==> src/rtl/afe_ctrl_pkg.sv <==
package afe_ctrl_pkg;

    localparam int ADDR_W       = 4;
    localparam int DATA_W       = 12;
    localparam int FRAME_W      = ADDR_W + DATA_W;
    localparam int GAIN_W       = 10;
    localparam int NPOL         = 4;
    localparam int GAIN_DEFAULT = 128;

    localparam int ADDR_GAIN = 0;
    localparam int ADDR_POL  = 1;
    localparam int ADDR_MODE = 2;

    // index of each pulse inside the polarity field
    localparam int PI_REF = 0;
    localparam int PI_DAT = 1;
    localparam int PI_DMY = 2;
    localparam int PI_BLK = 3;

    typedef enum logic [1:0] {
        RX_IDLE  = 2'd0,
        RX_SHIFT = 2'd1,
        RX_FULL  = 2'd2
    } rx_state_t;

    typedef enum logic {
        CK_LOW  = 1'b0,
        CK_HIGH = 1'b1
    } ck_state_t;

endpackage

==> src/rtl/afe_serial_rx.sv <==
module afe_serial_rx
    import afe_ctrl_pkg::*;
#(
    parameter int SYNC_STAGES = 2,
    parameter int AW          = ADDR_W,
    parameter int DW          = DATA_W
) (
    input  logic          clk,
    input  logic          rst_n,
    input  logic          ser_clk_i,
    input  logic          ser_dat_i,
    input  logic          ser_load_i,
    output logic          commit_o,
    output logic [AW-1:0] addr_o,
    output logic [DW-1:0] data_o
);

    localparam int FW    = AW + DW;
    localparam int CNT_W = $clog2(FW + 1);

    // synchronizer: bit2 load, bit1 data, bit0 shift clock
    logic [2:0] sync_q [SYNC_STAGES];
    logic       sclk_prev_q;
    logic       load_prev_q;
    logic       sclk_s, dat_s, load_s;
    logic       shift_evt, load_evt;

    always_ff @(posedge clk or negedge rst_n) begin
        if (!rst_n) begin
            for (int i = 0; i < SYNC_STAGES; i++) sync_q[i] <= '0;
            sclk_prev_q <= 1'b0;
            load_prev_q <= 1'b0;
        end else begin
            sync_q[0] <= {ser_load_i, ser_dat_i, ser_clk_i};
            for (int i = 1; i < SYNC_STAGES; i++) sync_q[i] <= sync_q[i-1];
            sclk_prev_q <= sclk_s;
            load_prev_q <= load_s;
        end
    end

    assign sclk_s    = sync_q[SYNC_STAGES-1][0];
    assign dat_s     = sync_q[SYNC_STAGES-1][1];
    assign load_s    = sync_q[SYNC_STAGES-1][2];
    assign shift_evt = sclk_s & ~sclk_prev_q;
    assign load_evt  = load_s & ~load_prev_q;

    rx_state_t        state_q, state_d;
    logic [CNT_W-1:0] cnt_q;
    logic [FW-1:0]    sr_q;

    // state register
    always_ff @(posedge clk or negedge rst_n) begin
        if (!rst_n) state_q <= RX_IDLE;
        else        state_q <= state_d;
    end

    // next state
    always_comb begin
        state_d = state_q;
        unique case (state_q)
            RX_IDLE: begin
                if (load_evt)       state_d = RX_IDLE;
                else if (shift_evt) state_d = RX_SHIFT;
            end
            RX_SHIFT: begin
                if (load_evt)
                    state_d = RX_IDLE;
                else if (shift_evt && cnt_q == CNT_W'(FW - 1))
                    state_d = RX_FULL;
            end
            RX_FULL: begin
                if (load_evt) state_d = RX_IDLE;
            end
            default: state_d = RX_IDLE;
        endcase
    end

    // datapath and outputs
    always_ff @(posedge clk or negedge rst_n) begin
        if (!rst_n) begin
            cnt_q    <= '0;
            sr_q     <= '0;
            commit_o <= 1'b0;
            addr_o   <= '0;
            data_o   <= '0;
        end else begin
            commit_o <= 1'b0;
            if (load_evt) begin
                cnt_q <= '0;
                if (state_q == RX_FULL) begin
                    commit_o <= 1'b1;
                    addr_o   <= sr_q[FW-1:DW];
                    data_o   <= sr_q[DW-1:0];
                end
            end else if (shift_evt) begin
                sr_q <= {sr_q[FW-2:0], dat_s};
                if (state_q != RX_FULL) cnt_q <= cnt_q + 1'b1;
            end
        end
    end

    AST_COMMIT_BACK_TO_IDLE: assert property (@(posedge clk) disable iff (!rst_n)
        commit_o |-> state_q == RX_IDLE);
    AST_COMMIT_NEEDS_FULL_FRAME: assert property (@(posedge clk) disable iff (!rst_n)
        commit_o |-> $past(cnt_q) == CNT_W'(FW));

endmodule

==> src/rtl/afe_cfg_regs.sv <==
module afe_cfg_regs
    import afe_ctrl_pkg::*;
#(
    parameter int AW   = ADDR_W,
    parameter int DW   = DATA_W,
    parameter int GW   = GAIN_W,
    parameter int NP   = NPOL,
    parameter int GDEF = GAIN_DEFAULT
) (
    input  logic                 clk,
    input  logic                 rst_n,
    input  logic                 wr_i,
    input  logic [AW-1:0]        addr_i,
    input  logic [DW-1:0]        data_i,
    output logic [GW-1:0]        gain_o,
    output logic [NP-1:0]        pol_o,
    output logic                 mode_int_o,
    output logic signed [GW+6:0] gain_db_o
);

    localparam int DBW = GW + 7;

    always_ff @(posedge clk or negedge rst_n) begin
        if (!rst_n) begin
            gain_o     <= GW'(GDEF);
            pol_o      <= '0;
            mode_int_o <= 1'b0;
        end else if (wr_i) begin
            if (addr_i == AW'(ADDR_GAIN)) gain_o     <= data_i[GW-1:0];
            if (addr_i == AW'(ADDR_POL))  pol_o      <= data_i[NP-1:0];
            if (addr_i == AW'(ADDR_MODE)) mode_int_o <= data_i[0];
        end
    end

    // dB monitor: code*48/2^GW - 6, scaled by 2^GW
    logic [DBW-1:0] prod;
    assign prod      = DBW'(gain_o) * DBW'(48);
    assign gain_db_o = $signed(prod - DBW'(6 << GW));

    logic unused_hi;
    assign unused_hi = ^data_i[DW-1:GW];

    AST_GAIN_ONLY_BY_WRITE: assert property (@(posedge clk) disable iff (!rst_n)
        !$stable(gain_o) |-> $past(wr_i && addr_i == AW'(ADDR_GAIN)));
    AST_UNDEF_ADDR_IGNORED: assert property (@(posedge clk) disable iff (!rst_n)
        $past(wr_i && addr_i > AW'(ADDR_MODE)) |->
            ($stable(gain_o) && $stable(pol_o) && $stable(mode_int_o)));

endmodule

==> src/rtl/afe_timing.sv <==
module afe_timing
    import afe_ctrl_pkg::*;
#(
    parameter int SYNC_STAGES = 2,
    parameter int NP          = NPOL
) (
    input  logic          clk,
    input  logic          rst_n,
    input  logic          ref_i,
    input  logic          dat_i,
    input  logic          dmy_i,
    input  logic          blk_i,
    input  logic          mclk_i,
    input  logic [NP-1:0] pol_i,
    input  logic          mode_int_i,
    output logic          ref_act_o,
    output logic          dat_act_o,
    output logic          blk_act_o,
    output logic          dmy_clamp_o,
    output logic          conv_clk_o,
    output logic          conv_rise_o
);

    localparam int SW = NP + 1;
    localparam logic [SW-1:0] SYNC_RST = {1'b0, {NP{1'b1}}};

    logic [SW-1:0] sync_q [SYNC_STAGES];
    logic [SW-1:0] s;
    logic [NP-1:0] act_d, act_q;
    logic [1:0]    trail_prev_q;
    logic          dat_trail, ref_trail;

    always_ff @(posedge clk or negedge rst_n) begin
        if (!rst_n) begin
            for (int i = 0; i < SYNC_STAGES; i++) sync_q[i] <= SYNC_RST;
        end else begin
            sync_q[0] <= {mclk_i, blk_i, dmy_i, dat_i, ref_i};
            for (int i = 1; i < SYNC_STAGES; i++) sync_q[i] <= sync_q[i-1];
        end
    end

    assign s = sync_q[SYNC_STAGES-1];

    // polarity normalization, one lane per pulse
    for (genvar g = 0; g < NP; g++) begin : g_norm
        assign act_d[g] = pol_i[g] ? s[g] : ~s[g];
    end

    always_ff @(posedge clk or negedge rst_n) begin
        if (!rst_n) begin
            act_q        <= '0;
            trail_prev_q <= '0;
            dmy_clamp_o  <= 1'b0;
        end else begin
            act_q        <= act_d;
            trail_prev_q <= {act_q[PI_DAT], act_q[PI_REF]};
            dmy_clamp_o  <= act_d[PI_DMY] & act_d[PI_REF];
        end
    end

    assign ref_act_o = act_q[PI_REF];
    assign dat_act_o = act_q[PI_DAT];
    assign blk_act_o = act_q[PI_BLK];
    assign dat_trail = trail_prev_q[1] & ~act_q[PI_DAT];
    assign ref_trail = trail_prev_q[0] & ~act_q[PI_REF];

    ck_state_t ck_q, ck_d;

    always_ff @(posedge clk or negedge rst_n) begin
        if (!rst_n) ck_q <= CK_LOW;
        else        ck_q <= ck_d;
    end

    always_comb begin
        ck_d = ck_q;
        if (mode_int_i) begin
            unique case (ck_q)
                CK_LOW:  if (dat_trail) ck_d = CK_HIGH;
                CK_HIGH: if (ref_trail) ck_d = CK_LOW;
                default: ck_d = CK_LOW;
            endcase
        end else begin
            ck_d = s[NP] ? CK_HIGH : CK_LOW;
        end
    end

    assign conv_clk_o  = (ck_q == CK_HIGH);
    assign conv_rise_o = (ck_q == CK_LOW) && (ck_d == CK_HIGH);

    AST_CLAMP_NEEDS_BOTH: assert property (@(posedge clk) disable iff (!rst_n)
        dmy_clamp_o |-> (act_q[PI_DMY] && act_q[PI_REF]));
    AST_INT_CLK_FROM_PULSES: assert property (@(posedge clk) disable iff (!rst_n)
        ($past(mode_int_i) && mode_int_i && conv_clk_o != $past(conv_clk_o))
            |-> $past(dat_trail || ref_trail));

endmodule

==> src/rtl/afe_out_latch.sv <==
module afe_out_latch #(
    parameter int DOUT_W = 10
) (
    input  logic              clk,
    input  logic              rst_n,
    input  logic              latch_i,
    input  logic              pblank_n_i,
    input  logic [DOUT_W-1:0] adc_i,
    output logic [DOUT_W-1:0] dout_o
);

    always_ff @(posedge clk or negedge rst_n) begin
        if (!rst_n)       dout_o <= '0;
        else if (latch_i) dout_o <= pblank_n_i ? adc_i : '0;
    end

    AST_DOUT_ONLY_ON_LATCH: assert property (@(posedge clk) disable iff (!rst_n)
        !$stable(dout_o) |-> $past(latch_i));
    AST_PBLANK_ZERO: assert property (@(posedge clk) disable iff (!rst_n)
        $past(latch_i && !pblank_n_i) |-> dout_o == '0);

endmodule

==> src/rtl/afe_ctrl_core.sv <==
module afe_ctrl_core
    import afe_ctrl_pkg::*;
#(
    parameter int SYNC_STAGES = 2,
    parameter int DOUT_W      = 10
) (
    input  logic                     clk,
    input  logic                     rst_n,
    input  logic                     ser_clk_i,
    input  logic                     ser_dat_i,
    input  logic                     ser_load_i,
    input  logic                     ref_pulse_i,
    input  logic                     dat_pulse_i,
    input  logic                     dmy_pulse_i,
    input  logic                     blk_pulse_i,
    input  logic                     adc_mclk_i,
    input  logic                     pblank_n_i,
    input  logic [DOUT_W-1:0]        adc_data_i,
    output logic                     ref_act_o,
    output logic                     dat_act_o,
    output logic                     blk_act_o,
    output logic                     dmy_clamp_o,
    output logic                     conv_clk_o,
    output logic [DOUT_W-1:0]        dout_o,
    output logic [GAIN_W-1:0]        gain_code_o,
    output logic signed [GAIN_W+6:0] gain_db_o
);

    logic              commit;
    logic [ADDR_W-1:0] addr;
    logic [DATA_W-1:0] data;
    logic [NPOL-1:0]   pol;
    logic              mode_int;
    logic              conv_rise;

    afe_serial_rx #(.SYNC_STAGES(SYNC_STAGES)) u_rx (
        .clk        (clk),
        .rst_n      (rst_n),
        .ser_clk_i  (ser_clk_i),
        .ser_dat_i  (ser_dat_i),
        .ser_load_i (ser_load_i),
        .commit_o   (commit),
        .addr_o     (addr),
        .data_o     (data)
    );

    afe_cfg_regs u_cfg (
        .clk        (clk),
        .rst_n      (rst_n),
        .wr_i       (commit),
        .addr_i     (addr),
        .data_i     (data),
        .gain_o     (gain_code_o),
        .pol_o      (pol),
        .mode_int_o (mode_int),
        .gain_db_o  (gain_db_o)
    );

    afe_timing #(.SYNC_STAGES(SYNC_STAGES)) u_tim (
        .clk         (clk),
        .rst_n       (rst_n),
        .ref_i       (ref_pulse_i),
        .dat_i       (dat_pulse_i),
        .dmy_i       (dmy_pulse_i),
        .blk_i       (blk_pulse_i),
        .mclk_i      (adc_mclk_i),
        .pol_i       (pol),
        .mode_int_i  (mode_int),
        .ref_act_o   (ref_act_o),
        .dat_act_o   (dat_act_o),
        .blk_act_o   (blk_act_o),
        .dmy_clamp_o (dmy_clamp_o),
        .conv_clk_o  (conv_clk_o),
        .conv_rise_o (conv_rise)
    );

    afe_out_latch #(.DOUT_W(DOUT_W)) u_out (
        .clk        (clk),
        .rst_n      (rst_n),
        .latch_i    (conv_rise),
        .pblank_n_i (pblank_n_i),
        .adc_i      (adc_data_i),
        .dout_o     (dout_o)
    );

endmodule

==> config.mk <==
export PLATFORM = sky130hd
export DESIGN_NAME = afe_ctrl_core
export DESIGN_NICKNAME = d
export VERILOG_FILES = /design/src/rtl/afe_ctrl_pkg.sv /design/src/rtl/afe_serial_rx.sv /design/src/rtl/afe_cfg_regs.sv /design/src/rtl/afe_timing.sv /design/src/rtl/afe_out_latch.sv /design/src/rtl/afe_ctrl_core.sv
export SDC_FILE = /design/constraint.sdc
export NUM_CORES = 1
export LEC_CHECK = 0
export ABC_AREA = 1
export BUFFER_PORTS_ARGS = -buffer_cell sky130_fd_sc_hd__clkbuf_2
export CAP_MARGIN = 5
export CORE_MARGIN = 1.5
export CORE_UTILIZATION = 40
export CTS_CLUSTER_DIAMETER = 40
export DETAILED_ROUTE_END_ITERATION = 10
export PLACE_DENSITY = 0.66
export SYNTH_ARGS = -nofsm -noshare
export SYNTH_HDL_FRONTEND = slang
export SYNTH_SLANG_ARGS = --single-unit
==> constraint.sdc <==
create_clock -name clk -period 2 [get_ports clk]
set_clock_uncertainty 0.2 [all_clocks]
set_input_delay 0.1 -clock clk [delete_from_list [all_inputs] [get_ports clk]]
set_output_delay 0.1 -clock clk [all_outputs]
set_load 0.01 [all_outputs]
== After elaboration in Yosys (flattened, before gate mapping) ==
Cells that the tools add are included.

* Eq/ne operators: 9
* Reduce and logical (&&, ||, !) cells: 13
* Bitwise logic cells: 15
* Mux-type cells: 21
* Add/subtract/negate cells: 2
* $mul: 1

{| class="wikitable"
|+ Operators with widths
! cell !! count
|-
| 16-bit by 13-bit subtractor with 17-bit output, second input constant || 1
|-
| 5-bit 2-to-1 mux || 3
|-
| 10-bit by 2-bit multiplier with 12-bit output, second input constant || 1
|-
| 2-bit AND reduction || 6
|-
| 1-bit 2-to-1 mux || 10
|-
| 10-bit 2-to-1 mux || 1
|-
| 2-bit 2-to-1 mux || 5
|-
| 1-bit NOT || 10
|-
| 3-bit by 1-bit inequality test with 1-bit output, second input constant || 2
|-
| 2-bit case mux with 3 select lines || 1
|-
| 5-bit by 1-bit adder with 5-bit output, second input constant || 1
|-
| 1-bit bitwise AND || 5
|-
| 5-bit by 4-bit equality test with 1-bit output, second input constant || 1
|-
| 4-bit by 1-bit equality test with 1-bit output, second input constant || 1
|-
| 4-bit by 2-bit equality test with 1-bit output, second input constant || 1
|-
| 4-bit zero test || 1
|-
| 2-bit nonzero test || 2
|-
| 3-bit AND reduction || 1
|-
| 2-bit by 1-bit equality test with 1-bit output, second input constant || 1
|-
| 2-bit equality test, second input constant || 1
|-
| 1-bit logical AND || 2
|-
| 2-bit zero test || 1
|-
| 2-bit by 1-bit inequality test with 1-bit output, second input constant || 1
|-
| 2-bit inequality test, second input constant || 1
|-
| 1-bit case mux with 2 select lines || 1
|}

* Output and inout port bits: 42
* Bits in registers: 89
* Word-level logic and storage cells: 81

== Logic depth before layout (Yosys ltp) ==
Gate-level depths: netlist of the first run.

* Depth after elaboration: 6
* Depth in mapped cells: 14

== By module ==
A second synthesis of the first run with hierarchy kept.

* Cells, all modules: 445
* Area total of the unflattened synthesis: 4151.5 um2

{| class="wikitable"
|+ By module, submodules not included
! module !! area an instance (um2) !! cells each !! instances
|-
| afe_serial_rx || 1945.6 || 191 || 1
|-
| afe_cfg_regs || 1276.2 || 176 || 1
|-
| afe_timing || 525.5 || 35 || 1
|-
| afe_out_latch || 404.1 || 43 || 1
|}

== Worst setup path after synthesis of the first run ==
No wires, ideal clock.

* Path type: register to output
* Start point: reg u_cfg.gain_o[1]
* End point: out gain_db_o[15]
* Slack: -0.211 ns
* Cell stages (with the launch flop): 13
* Arrival: 1.911 ns
* Buffers on the path: 0
* Cells stage by stage: dfrtp_1 > ha_1 > inv_1 > fa_1 > inv_1 > nand2_1 > nand4_1 > nand2_2 > ha_1 > nor2_2 > nand2_1 > nand2_1 > nand2_1

* Longest elaborated chain between the ends: 2

{| class="wikitable"
|+ Ends and longest elaborated chain
! what !! RTL line !! RTL
|-
| from (decl) || afe_cfg_regs.sv:15 || <nowiki>output logic [GW-1:0] gain_o,</nowiki>
|-
| from (signal assigned) || afe_cfg_regs.sv:25 || <nowiki>gain_o <= GW'(GDEF);</nowiki>
|-
| from (signal assigned) || afe_cfg_regs.sv:29 || <nowiki>if (addr_i == AW'(ADDR_GAIN)) gain_o <= data_i[GW-1:0];</nowiki>
|-
| 10-bit by 2-bit multiplier with 12-bit output || afe_cfg_regs.sv:37 || <nowiki>assign prod = DBW'(gain_o) * DBW'(48);</nowiki>
|-
| 16-bit by 13-bit subtractor with 17-bit output || afe_cfg_regs.sv:38 || <nowiki>assign gain_db_o = $signed(prod - DBW'(6 << GW));</nowiki>
|-
| to (decl) || afe_ctrl_core.sv:26 || <nowiki>output logic signed [GAIN_W+6:0] gain_db_o</nowiki>
|}

Every way passes these cells.

== Worst setup path in the final report of the first run ==
* Start point: reg u_cfg.gain_o[7]
* End point: out gain_db_o[15]

The elaborated chain is that of the path after synthesis.

==> impl_metrics.yaml, run 1 <==
clock_network:
  clk_path_buf_depth: 2
  clock_sinks: 88
  cts_tree: "yes"
  cts_made_buffers: 9
  htreeDepth: 3
  worstSkewPairLatency_ns: 0.37
  root_buffer: "clkbuf_8"
  clk_pin_slew_ns: 0.09
grt:
  grt_pass1_wl_mm: 13.3
  antenna_found_initial: 0
  grt_pass1_vias: 3082
  grt_use_total_pct: 16.5
  grt.overflow.total: 0
  grt_max_degree: 38
power_and_ir_drop:
  ir_worst_vdd_v: 0.000324
  power.leakage_nw: 2.67
  cellPowerDensity_nw_per_um2: 649
  totalPowerFinal_mw: 3.42
setup_path:
  critPathLaunchType: "flip-flop"
  crit_type: "flip-flop to output pin"
  crit_chain: "ha_1, nand2_1, inv_1, a21oi_2, nand2_2, nand2_2, nand2_4, nor2_4, nand2_1, nand2_1, nand2_2, clkbuf_2"
  path_delay_family: "simple AND/OR/NAND/NOR gates"
  critPathMaxFanout: 5
  max_stage_delay_ns: 0.58
  cp.buffers_inverters: 2
  reg2reg_slack_ns: 0.23
  crit_slowest_cell: "dfstp_2"
  cp.arrival_ns: 2.24
  cp.required_ns: 1.70
  cp-end-kind: "output pin"
timing:
  min_period_ns: 2.54
  drv_slew: 0
  period_share_pct: 127
  hold_violations: 0
  worst_pin_slew_ns: 0.930
  fin_ws_ns: -0.540
  rsz0062_at_grt: "yes"
  fmax_ghz: 0.394
  max-slew-margin-rel_pct: 38.0
  setup_viol: 9
  tns_ns: -3.12
floorplan:
  die_w_um: 103
  coreArea_um2: 9680
  num_rows: 36
  io_pins: 63
  initial_core_util_pct: 41.0
  die_y_um: 103
  dieArea_um2: 10500
min_path:
  hp-class: "input pin to asynchronous set/reset pin"
final_layout:
  fin_area_um2: 5260
  drive_gt1_share_pct: 33.6
  area_growth_pct: 32.6
  layout.nets: 587
  diodes: 0
synth:
  netlist.area_leader.share_pct: 49.8
  synthArstFlopShare_pct: 100
  synth.avg_cell_area_um2: 9.17
  syn_area_um2: 3970
  synth_top_family_by_area: "simple AND/OR/NAND/NOR gates"
  synthMuxAreaShare_pct: 0.284
  ys_ff_latch: 88
  synth.distinct_cells: 33
  ys_top_cells_by_area: "dfrtp_1 (50%), nand2_1 (9.5%), inv_1 (6.1%)"
  ys_seq_area_share_pct: 55.8
  synth_flop_cell: "dfrtp_1"
  synth_xor_area_share_pct: 1.77
  synth_most_common_cell: "nand2_1"
  ys_top_cells_by_count: "nand2_1 (100), dfrtp_1 (79), inv_1 (65)"
  synth_fa_ha_area_share_pct: 4.92
  synth_edf_count: 0
  synth_compound_area_share_pct: 8.35
  synth_cells: 433
  synth-simple-area-share_pct: 19.9
  yosysWarnings: 0
  yosysTopAreaCell: "dfrtp_1"
placed_design:
  hpwl_mm: 5.43
  gp_congestion: 0.823
  io_buffer_count: 58
  place_area_um2: 4670
routing:
  num_vias: 3125
  first_pass_iters: 4
  drt-initial-drc-count: 175
  routed_wl_mm: 7.87
  viasPerCell: 4.54
  drc: 0
  wl_per_cell_um: 11.4
  ant_nets: 0
status:
  violations: "negative setup slack"
  status: "finished with violations"
run:
  cap_viol_max_count: 0
cells in the final DEF (no fill, tap or decap), types with 4 or more instances in the layout:
cell / count
buf_6: 9
dfstp_2: 9
conb_1: 4
nand2_1: 89
inv_1: 61
a21oi_2: 4
nor2_1: 19
buf_2: 6
clkbuf_8: 9
inv_2: 7
a21oi_1: 9
xnor2_1: 4
o21ai_0: 41
ha_1: 7
dfrtp_2: 5
nand3_1: 25
nand2_4: 4
ha_4: 6
nand3_2: 5
dfrtp_1: 74
dlygate4sd3_1: 20
clkbuf_2: 48
o21ai_1: 5
buf_4: 35
nand2_2: 17
path summary, 6_finish.rpt:
check / from / endpoint / cells after the start
max in group asynchronous: rst_n / u_cfg.gain_o[6]$_DFFE_PN0P_ / 3
worst min register to register: u_rx.sync_q[4]$_DFF_PN0_ / u_rx.dat_s$_DFF_PN0_ / 0
worst max-delay path: u_cfg.gain_o[7]$_DFFE_PN1P_ / gain_db_o[15] / 12
min in group clk: u_rx.sync_q[4]$_DFF_PN0_ / u_rx.dat_s$_DFF_PN0_ / 0
worst min-delay path: rst_n / u_tim.sync_q[8]$_DFF_PN1_ / 2
worst max register to register: u_rx.load_s$_DFF_PN0_ / u_rx.state_q[0]$_DFFE_PN0P_ / 6
power breakdown:
part	internal (mW)	total (mW)	switching [mW]
clock network	0.458	1.10	0.643
registers	1.92	2.00	0.0804
logic	0.138	0.312	0.175
routing by layer:
metal	part of all wire [%]	up-vias	track usage (%)	routed length (um)
met3	2.4	16	2.51	189
met4	3.0	0	9.59	238
met1	45	1472	20.2	3520
met5	0	-	0	0
li1	-	1585	-	-
met2	50	52	27.7	3920
kinds of logic after synthesis:
group	count (synthesis)
adders and majority gates	15
AOI/OAI and AO/OA	63
buffers and inverters	84
xor gates and xnor gates	8
muxes	1
other	1
and+or+nand+nor	173
DFF	88
through the flow:
step	hold slack [ns]	setup slack, ns	utilization [%]	std cells
3_5_place_dp	-0.160	-0.226	48.2	645
5_1_grt	0.0810	-0.682	54.4	689
2_1_floorplan	-0.396	-0.0757	-	436
4_1_cts	0.0819	-0.541	53.5	687
3_3_place_gp	-0.165	-0.134	48.2	645
6_report	0.0853	-0.540	54.4	689
worst reg2reg max path, cell delays in order, from the launching register on:
cell	delay (ns)
dfrtp_1	0.38
inv_1	0.09
nor2_4	0.05
inv_1	0.27
nand2_2	0.25
buf_4	0.22
o31ai_1	0.21
state kept, by name, summed over array words and instances, names as in the netlist, 5 cells and up:
| signal | cells |
|---|---|
| u_tim.sync_q | 5 |
| u_rx.sr_q | 16 |
| u_tim.s | 5 |
| u_rx.data_o | 10 |
| u_rx.cnt_q | 5 |
| u_cfg.gain_o | 10 |
| u_out.dout_o | 10 |
timing repair:
item	CTS	global route
hold buffers	21	0
pin swaps	14	12
buffers inserted	7	4
setup endpoints to repair	10	32
resized for setup	23	27
endpoints found under the hold margin	100	0
cell type report:
type | count | area [um^2]
well taps | 133 | 166
repair buffers | 120 | 867
multi-input cells | 264 | 1580
fillers | 863 | 4420
clock buffers | 10 | 128
clock inverters | 6 | 43.8
inverters | 68 | 255
flip-flops and latches | 88 | 2220
(Power assumes the default switching activity.)
==> inputs of run 2 (changes only) <==
Settings changed: SYNTH_HIERARCHICAL set to 1.
==> impl_metrics.yaml, run 2 <==
status:
  status: "finished with violations"
  violations: "negative setup slack"
setup_path:
  path_common_cell: "nand2_2"
  reg2reg_slack_ns: 0.39
  path_delay_family: "simple AND/OR/NAND/NOR gates"
  crit_chain: "ha_4, buf_6, nand2_1, nor2_1, nand2_2, nand4_1, nand2_2, ha_4, nor2_4, nand2_2, nand2_2, nand2_2, clkbuf_2"
  cp.arrival_ns: 2.23
  reg2regPathDepth: 8
  critPathMaxFanout: 4
  cp-end-kind: "output pin"
  cp.required_ns: 1.70
  crit_slowest_cell: "dfrtp_2"
  crit_type: "flip-flop to output pin"
  critPathLaunchType: "flip-flop"
  cp.buffers_inverters: 2
  cp.depth: 13
  max_stage_delay_ns: 0.47
grt:
  grt_pass1_wl_mm: 13.6
  grt.overflow.total: 0
  grt_pass1_vias: 3030
  grt_use_total_pct: 15.4
  antenna_found_initial: 0
  grt_max_degree: 33
routing:
  wl_per_cell_um: 11.4
  num_vias: 3167
  ant_nets: 0
  first_pass_iters: 5
  viasPerCell: 4.52
  routed_wl_mm: 7.96
  drt-initial-drc-count: 148
  drc: 0
placed_design:
  hpwl_mm: 5.37
  gp_congestion: 0.854
  place_area_um2: 4720
  io_buffer_count: 58
power_and_ir_drop:
  totalPowerFinal_mw: 3.62
  pwr-share-seq_pct: 55.1
  ir_worst_vdd_v: 0.000583
  clock_power_share_pct: 34.4
  cellPowerDensity_nw_per_um2: 664
  p_sw_mw: 0.947
  p_int_mw: 2.67
  p_comb_share_pct: 10.5
  power.leakage_nw: 2.76
  swShare_pct: 26.2
timing:
  setup_viol: 10
  min_period_ns: 2.53
  period_share_pct: 126
  hold_violations: 0
  hold_ws_ns: 0.00980
  fmax_ghz: 0.395
  rsz0062_at_grt: "yes"
  fin_ws_ns: -0.529
  drv_slew: 0
final_layout:
  diodes: 0
  drive_gt1_share_pct: 37.7
  layout.nets: 598
  largest_reg_flops: 16
  final_common_cell: "nand2_1"
  fin_area_um2: 5450
  utilization_pct: 55.5
  area_growth_pct: 33.8
  final_cell_mix: "nand2_1 (108), dfrtp_1 (74), inv_1 (53), clkbuf_2 (49), buf_4 (36)"
  regMostFlops: "u_rx/sr_q"
clock_network:
  root_buffer: "clkbuf_8"
  cts_made_buffers: 9
  htreeDepth: 3
  clk_path_buf_depth: 2
  cts_tree: "yes"
  clock_sinks: 88
  worstSkewPairLatency_ns: 0.35
  clk_pin_slew_ns: 0.09
synth:
  synth_cells: 439
  synth.avg_cell_area_um2: 9.29
  yosysWarnings: 6
  syn_area_um2: 4080
floorplan:
  dieArea_um2: 10800
  coreArea_um2: 9820
  num_rows: 36
  io_pins: 63
  die_y_um: 104
  die_w_um: 104
  initial_core_util_pct: 41.5
min_path:
  hp-class: "input pin to asynchronous set/reset pin"
run:
  cap_viol_max_count: 0
run 2: worst register-to-register path, delay by kind of cell (launching register included):
kind	cells	cell delay (ns)
compound gates	1	0.30
flops	1	0.40
buf+inv	2	0.30
simple gates	5	0.35
run 2: cell type report:
class                   count  area, um^2
well taps                 133         166
inverters                  64         240
multi-input cells         276        1730
clock inverters             7        88.8
repair buffers            123         890
flip-flops and latches     88        2220
fillers                   860        4370
clock buffers               9         124
run 2: layer usage:
| layer | vias up | global-route usage, % | part of all wire, % |
|---|---|---|---|
| li1 | 1611 | - | - |
| met1 | 1494 | 19.5 | 46 |
| met2 | 56 | 25.6 | 50 |
| met3 | 6 | 4.14 | 3.0 |
| met4 | 0 | 4.66 | 1.0 |
| met5 | - | 0 | 0 |
run 2: worst paths after layout:
| path | start | to |
|---|---|---|
| worst max-delay path | u_cfg/gain_o[3]$_DFFE_PN0P_ | gain_db_o[15] |
| worst min-delay path | rst_n | u_tim/trail_prev_q[1]$_DFF_PN0_ |
| worst max register to register | u_tim/act_q[1]$_DFF_PN0_ | u_out/dout_o[0]$_DFFE_PN0P_ |
| worst min register to register | u_tim/sync_q[8]$_DFF_PN1_ | u_tim/s[3]$_DFF_PN1_ |
| max in group asynchronous | rst_n | u_cfg/gain_o[7]$_DFFE_PN1P_ |
| min in group clk | u_tim/sync_q[8]$_DFF_PN1_ | u_tim/s[3]$_DFF_PN1_ |
run 2: through the flow:
step           std cells  TNS, ns  setup WS, ns
5_1_grt              700    -5.03        -0.668
3_3_place_gp         649   -0.372        -0.137
2_1_floorplan        442   -0.111       -0.0488
6_report             700    -3.93        -0.529
3_5_place_dp         649   -0.790        -0.271
4_1_cts              692    -3.50        -0.566
run 2: timing repair:
item                                   in CTS  in global routing
buffers inserted                            9                  8
endpoints found under the hold margin      99                  0
pin swaps                                   8                  8
setup endpoints to repair                  11                 11
hold buffers                               20                  0
resized for setup                          27                 26
run 2: power by group through the flow:
stage	registers, mW	logic, mW	clock network (mW)
final	2.00	0.381	1.25
after CTS	2.00	0.385	1.30
after global routing	2.01	0.440	1.37
after floorplan	2.03	0.218	0
after global placement	2.02	0.338	0
after detailed placement	2.03	0.352	0
